--- src/rtl/mac40_pkg.sv ---
`timescale 1ns/1ps
package mac40_pkg;
   localparam int CODE_W = 4;

   typedef enum logic [CODE_W-1:0] {
      OP_WORD = 4'b0000,
      OP_DUAL = 4'b1000,
      OP_BB   = 4'b1100,
      OP_BT   = 4'b1101,
      OP_TB   = 4'b1110,
      OP_TT   = 4'b1111
   } mac_op_e;
endpackage

--- src/rtl/mac40_decode.sv ---
`timescale 1ns/1ps
// Operand routing: maps the operation code onto two multiplier lanes.
module mac40_decode
   import mac40_pkg::*;
#(
   parameter int OP_W = 32
) (
   input  logic [CODE_W-1:0]       op,
   input  logic [OP_W-1:0]         mcand,
   input  logic [OP_W-1:0]         mplier,
   output logic                    known,
   output logic [1:0][OP_W-1:0]    lane_a,
   output logic [1:0][OP_W-1:0]    lane_b
);
   localparam int HALF = OP_W / 2;

   function automatic logic [OP_W-1:0] hext(input logic [HALF-1:0] h);
      return OP_W'($signed(h));
   endfunction

   always_comb begin
      lane_a = '0;
      lane_b = '0;
      known  = 1'b1;
      case (op)
         OP_WORD: begin
            lane_a[0] = mcand;
            lane_b[0] = mplier;
         end
         OP_DUAL: begin
            lane_a[0] = hext(mcand[HALF-1:0]);
            lane_b[0] = hext(mplier[HALF-1:0]);
            lane_a[1] = hext(mcand[OP_W-1:HALF]);
            lane_b[1] = hext(mplier[OP_W-1:HALF]);
         end
         OP_BB, OP_BT, OP_TB, OP_TT: begin
            // bit 1 picks the multiplicand half, bit 0 the multiplier half
            lane_a[0] = op[1] ? hext(mcand[OP_W-1:HALF])  : hext(mcand[HALF-1:0]);
            lane_b[0] = op[0] ? hext(mplier[OP_W-1:HALF]) : hext(mplier[HALF-1:0]);
         end
         default: known = 1'b0;
      endcase
   end
endmodule

--- src/rtl/mac40_lane.sv ---
`timescale 1ns/1ps
// One iterative signed multiplier lane, DIGIT_W multiplier bits per step,
// arithmetic kept modulo 2^ACC_W.
module mac40_lane #(
   parameter int OP_W    = 32,
   parameter int ACC_W   = 40,
   parameter int DIGIT_W = 8
) (
   input  logic             clk,
   input  logic             rst_n,
   input  logic             load,
   input  logic             step,
   input  logic [OP_W-1:0]  mcand,
   input  logic [OP_W-1:0]  mplier,
   output logic             fin,
   output logic [ACC_W-1:0] res
);
   logic [OP_W-1:0]    m_q, m_nxt;
   logic [ACC_W-1:0]   sh_q, sh_nxt;
   logic [ACC_W-1:0]   p_q, p_nxt;
   logic [DIGIT_W-1:0] digit;

   always_comb begin
      digit  = m_q[DIGIT_W-1:0];
      p_nxt  = p_q + sh_q * ACC_W'(digit);
      m_nxt  = $signed(m_q) >>> DIGIT_W;
      sh_nxt = sh_q << DIGIT_W;
      // remaining multiplier is 0 or -1: fold it in as a correction
      fin    = (m_nxt == '0) || (&m_nxt);
      res    = m_nxt[OP_W-1] ? (p_nxt - sh_nxt) : p_nxt;
   end

   always_ff @(posedge clk) begin
      if (!rst_n) begin
         m_q  <= '0;
         sh_q <= '0;
         p_q  <= '0;
      end else if (load) begin
         m_q  <= mplier;
         sh_q <= ACC_W'($signed(mcand));
         p_q  <= '0;
      end else if (step) begin
         m_q  <= m_nxt;
         sh_q <= sh_nxt;
         p_q  <= p_nxt;
      end
   end
endmodule

--- src/rtl/mac40_acc.sv ---
`timescale 1ns/1ps
// Accumulator register: clear, load, wrapping add.
module mac40_acc #(
   parameter int ACC_W = 40
) (
   input  logic             clk,
   input  logic             rst_n,
   input  logic             clr,
   input  logic             wr,
   input  logic [ACC_W-1:0] wr_data,
   input  logic             add_en,
   input  logic [ACC_W-1:0] add_val,
   output logic [ACC_W-1:0] acc_q
);
   always_ff @(posedge clk) begin
      if (!rst_n)      acc_q <= '0;
      else if (clr)    acc_q <= '0;
      else if (wr)     acc_q <= wr_data;
      else if (add_en) acc_q <= acc_q + add_val;
   end
endmodule

--- src/rtl/mac40_unit.sv ---
`timescale 1ns/1ps
module mac40_unit
   import mac40_pkg::*;
#(
   parameter int ACC_W   = 40,
   parameter int OP_W    = 32,
   parameter int DIGIT_W = 8,
   parameter int SEL_W   = 3
) (
   input  logic               clk,
   input  logic               rst_n,
   input  logic               cmd_valid,
   input  logic [CODE_W-1:0]  cmd_op,
   input  logic [SEL_W-1:0]   cmd_acc,
   input  logic [OP_W-1:0]    cmd_mcand,
   input  logic [OP_W-1:0]    cmd_mplier,
   input  logic               cmd_cond,
   input  logic               acc_wr_en,
   input  logic [ACC_W-1:0]   acc_wr_data,
   input  logic               acc_clr,
   output logic [ACC_W-1:0]   acc_out,
   output logic               busy,
   output logic               done,
   output logic               err
);
   localparam int NLANE = 2;

   if (OP_W % DIGIT_W != 0) begin : g_bad_digit
      $error("OP_W must be a multiple of DIGIT_W");
   end
   if (OP_W % 2 != 0) begin : g_bad_half
      $error("OP_W must be even");
   end
   if (ACC_W < OP_W) begin : g_bad_acc
      $error("ACC_W must be at least OP_W");
   end

   logic                        busy_q, done_q, err_q;
   logic                        known, legal, accept, start, finish;
   logic [1:0][OP_W-1:0]        lane_a, lane_b;
   logic [NLANE-1:0]            lane_fin;
   logic [NLANE-1:0][ACC_W-1:0] lane_res;
   logic [ACC_W-1:0]            add_val;

   mac40_decode #(.OP_W(OP_W)) u_dec (
      .op     (cmd_op),
      .mcand  (cmd_mcand),
      .mplier (cmd_mplier),
      .known  (known),
      .lane_a (lane_a),
      .lane_b (lane_b)
   );

   assign accept = cmd_valid && !busy_q;
   assign legal  = known && (cmd_acc == '0);
   assign start  = accept && legal && cmd_cond;
   assign finish = busy_q && (&lane_fin);

   for (genvar g = 0; g < NLANE; g++) begin : g_lane
      mac40_lane #(.OP_W(OP_W), .ACC_W(ACC_W), .DIGIT_W(DIGIT_W)) u_lane (
         .clk    (clk),
         .rst_n  (rst_n),
         .load   (start),
         .step   (busy_q),
         .mcand  (lane_a[g]),
         .mplier (lane_b[g]),
         .fin    (lane_fin[g]),
         .res    (lane_res[g])
      );
   end

   always_comb begin
      add_val = '0;
      for (int i = 0; i < NLANE; i++) add_val = add_val + lane_res[i];
   end

   always_ff @(posedge clk) begin
      if (!rst_n) begin
         busy_q <= 1'b0;
         done_q <= 1'b0;
         err_q  <= 1'b0;
      end else begin
         if (start)       busy_q <= 1'b1;
         else if (finish) busy_q <= 1'b0;
         done_q <= finish;
         err_q  <= accept && !legal;
      end
   end

   mac40_acc #(.ACC_W(ACC_W)) u_acc (
      .clk     (clk),
      .rst_n   (rst_n),
      .clr     (acc_clr && !busy_q),
      .wr      (acc_wr_en && !busy_q),
      .wr_data (acc_wr_data),
      .add_en  (finish),
      .add_val (add_val),
      .acc_q   (acc_out)
   );

   assign busy = busy_q;
   assign done = done_q;
   assign err  = err_q;
endmodule

--- config.mk ---
export PLATFORM = sky130hd
export DESIGN_NAME = mac40_unit
export DESIGN_NICKNAME = d
export VERILOG_FILES = /design/src/rtl/mac40_pkg.sv /design/src/rtl/mac40_decode.sv /design/src/rtl/mac40_lane.sv /design/src/rtl/mac40_acc.sv /design/src/rtl/mac40_unit.sv
export SDC_FILE = /design/constraint.sdc
export NUM_CORES = 2
export LEC_CHECK = 0
export BUFFER_PORTS_ARGS = -buffer_cell sky130_fd_sc_hd__buf_2
export CAP_MARGIN = 20
export CORE_MARGIN = 2
export CORE_UTILIZATION = 30
export CTS_CLUSTER_SIZE = 28
export DETAILED_ROUTE_END_ITERATION = 8
export PLACE_DENSITY_LB_ADDON = 0.08
export SYNTH_ARGS = -nofsm -noshare
export SYNTH_HDL_FRONTEND = slang
export SYNTH_SLANG_ARGS = --single-unit
--- constraint.sdc ---
create_clock -name clk -period 19.75 [get_ports clk]
set_input_delay 1.975 -clock clk [delete_from_list [all_inputs] [get_ports clk]]
set_output_delay 1.975 -clock clk [all_outputs]
set_load 0.02 [all_outputs]
==> run metrics <==
first-pass iteration count of the detailed router 5; Tmin final roughly 11000 ps; Mapped Area about 36000 µm²; effective utilization at floorplan 0.303; mean routed wirelength per cell ~22 µm; Max Root-Sink Buffers 3; core box area 120000 µm²; # resized after CTS 0; Crit Path Class reg2reg; Min-Delay Endpoint g_lane[0].u_lane.p_q[24]$_SDFFE_PP0P_; largest net degree at the start of global routing 85; first-pass GRT wire length 202000 µm; Clock Skew 26.6 ps; crit path DAT approximately 11000 ps; most frequent cells in the layout inv_1 (799), fa_1 (526), nand2_1 (462); Post-synth ARST share 0; # H-tree levels 2; hold depth 2; RSZ-0062 raised after global routing false; Worst setup EP type register; Final setup viols 0; latest clock arrival within the worst-skew pair 620 ps; worst hold path type reg2reg; reg2reg path depth 46; filler instances approximately 13000; Final Cell Area between 40000 and 50000 µm²; Int Pwr 1.04 mW; Synth Area per Inst slightly above 8 µm²; most common cell after layout, fill and taps aside inv_1; IR drop worst, VDD ~0.051 mV; GRT Total Usage 0.212; r2r setup slk between 8000 and 9000 ps; fin nets between 5000 and 6000; Vias per Instance a little under 5; Clk pwr share 0.517; layout cells sized above 1 0.0721; hold buffer count at CTS 0; final hold vios 0; detailed-route DRC error count 0; Critical Path Start g_lane[0].u_lane.m_q[0]$_SDFFE_PN0P_; CP Max Fanout 40; initial antenna violation count 6; Leakage between 15 and 20 nW; Antenna Nets Post-Route 0; port bufs 159; CP max stage delay about 670 ps; Post-synth EDFFs 0; max frequency around 0.092 GHz; Logic pwr share 0.121; Max Slew Vio Count 0; Worst Tran Pin Value about 1000 ps; IO Count 160; WHS ~470 ps; Sw Ratio 0.297; hold path startpoint g_lane[0].u_lane.p_q[24]$_SDFFE_PP0P_; DP Area ~39000 µm²; crit-path most repeated cell inv_1; fin cells 6091; Layout area overhead 9.93%; DIE HEIGHT roughly 350 µm; Synth cell types 77; # Max-Cap Violations 0; register bit total from synthesis 253; post-synthesis sequential area ratio 0.139; Row Count 127; Synth Instances between 4000 and 5000; setup TNS 0 ps; Post-CTS Setup Bufs 0; worst endpoint required time 20250 ps; Root Buffer clkbuf_16; r2r startpoint g_lane[0].u_lane.m_q[0]$_SDFFE_PN0P_; routability cong. 0.880; Sequential Power Share 0.361; clk slew on worst S/H paths approximately 60 ps; CTS sink count ~250; Power Dens Cells around 37 nW/µm²; syn nets 5295; GR Overflow Total 0; placed cell count 6016; die span in x around 350 µm; outcome complete, no violations; Synth Flop Type dfxtp_1; Die ar. between 100000 and 150000 µm²; count of warnings emitted by yosys 0; Total Routed Length 132000 µm; Critical Path Start Type register; 1st-iter DRT viols between 1500 and 2000; CTS Buf Count 40; vias in the first global route just over 30000; Net Switching about 0.44 mW; fin crit share 0.552; HPWL Detailed 103000 µm; slew margin rel. 0.320; total number of vias ~30000; slowest stage cell, crit path a2111oi_1; Worst R2R End u_acc.acc_q[39]$_SDFFE_PP0P_; TritonCTS clock tree done
[state kept, by name, summed over array words and instances, names as in the netlist]
register,count
u_acc.acc_q,40
g_lane.u_lane.p_q,80
err,1
g_lane.u_lane.m_q,50
done,1
busy,1
g_lane.u_lane.sh_q,80
[layer usage]
layer / vias up / share of wire / GRT usage
li1: 14300 / - / -
met1: 15000 / 0.51 / 0.321
met2: 554 / 0.43 / 0.325
met3: 100 / 0.046 / 0.0275
met4: 6 / 0.015 / 0.0356
met5: - / 0.00026 / 0
[cell usage after synthesis (10+ instances only)]
| library cell | n | area (µm²) |
|---|---|---|
| a21oi_1 | 265 | 1330 |
| ha_1 | 198 | 2480 |
| o21a_1 | 18 | 135 |
| dfxtp_1 | 253 | 5060 |
| nor4_1 | 15 | 93.8 |
| fa_1 | 526 | 10500 |
| nand4_1 | 21 | 131 |
| buf_1 | 14 | 52.6 |
| xnor2_1 | 127 | 1110 |
| and3_1 | 16 | 100 |
| mux2_2 | 12 | 135 |
| o221ai_1 | 24 | 210 |
| mux2i_1 | 109 | 1090 |
| a22oi_1 | 18 | 135 |
| o21ai_1 | 10 | 50.1 |
| a311oi_1 | 18 | 158 |
| a221oi_1 | 24 | 210 |
| a211oi_1 | 32 | 240 |
| o211ai_1 | 18 | 135 |
| xor2_1 | 47 | 412 |
| a21o_1 | 104 | 781 |
| clkbuf_1 | 234 | 878 |
| nand2b_1 | 25 | 156 |
| nor2_1 | 220 | 826 |
| and2_1 | 316 | 1980 |
| inv_1 | 800 | 3000 |
| nand3_1 | 46 | 230 |
| nand2_1 | 466 | 1750 |
| a31oi_1 | 24 | 150 |
| nor2b_1 | 32 | 200 |
| o21bai_1 | 33 | 248 |
| nor3_1 | 60 | 300 |
| o21ai_0 | 194 | 971 |
| a211o_1 | 12 | 105 |
[through the flow]
| stage | total power, mW | util | setup slack (ps) |
|---|---|---|---|
| 5_1_grt | 1.54 | 0.333 | 7800 |
| 3_5_place_dp | 0.724 | 0.322 | 8840 |
| 4_1_cts | 1.50 | 0.333 | 8820 |
| 6_report | 1.48 | 0.333 | 8840 |
| 2_1_floorplan | 0.649 | - | 10200 |
| 3_3_place_gp | 0.725 | 0.322 | 8780 |
[worst max-delay path, delay by kind of cell, from the launching register on]
family	cells	cell delay (ps)
DFF	1	330
and+or+nand+nor	12	1850
muxes	1	460
xor gates and xnor gates	3	660
adders and majority gates	8	3070
AOI/OAI and AO/OA	16	3640
buffers and inverters	6	740
[power groups by stage]
stage | sequential [mW] | combinational [mW] | clock [mW]
after global routing | 0.535 | 0.197 | 0.806
after global placement | 0.545 | 0.180 | 0
after floorplan | 0.538 | 0.112 | 0
after detailed placement | 0.545 | 0.179 | 0
final | 0.534 | 0.180 | 0.765
after CTS | 0.534 | 0.180 | 0.790
[kinds of logic (layout without fill, tap and decap cells)]
family / Yosys count / after routing / synth area share
XOR/XNOR: 176 / 176 / 0.0430
AND/OR/NAND/NOR: 1254 / 1254 / 0.165
flip-flops: 253 / 253 / 0.139
other: 0 / 1 / 0
adder cells (fa/ha/maj): 724 / 724 / 0.357
multiplexers: 122 / 122 / 0.0339
buffers and inverters: 1050 / 1074 / 0.108
AO/OA/AOI/OAI: 875 / 875 / 0.154
[worst max path at each step]
stage	endpoint	cells past startpoint
floorplan	u_acc.acc_q[39]$_SDFFE_PP0P_	47
global placement	u_acc.acc_q[39]$_SDFFE_PP0P_	42
detailed placement	u_acc.acc_q[39]$_SDFFE_PP0P_	46
CTS	u_acc.acc_q[39]$_SDFFE_PP0P_	42
global route	u_acc.acc_q[39]$_SDFFE_PP0P_	42
finish	u_acc.acc_q[39]$_SDFFE_PP0P_	46
[final cells by class]
type	instances	area (µm²)	area share
multi-input cells	3151	27500	0.686
inverters	800	3010	0.0750
well taps	1612	2020	0.0503
clock inverters	21	229	0.00571
repair buffers	201	1110	0.0278
diodes	1	2.50	0.0000625
flip-flops and latches	253	5070	0.127
clock buffers	52	1130	0.0281
Note: power is estimated with default switching activity, not from simulation.
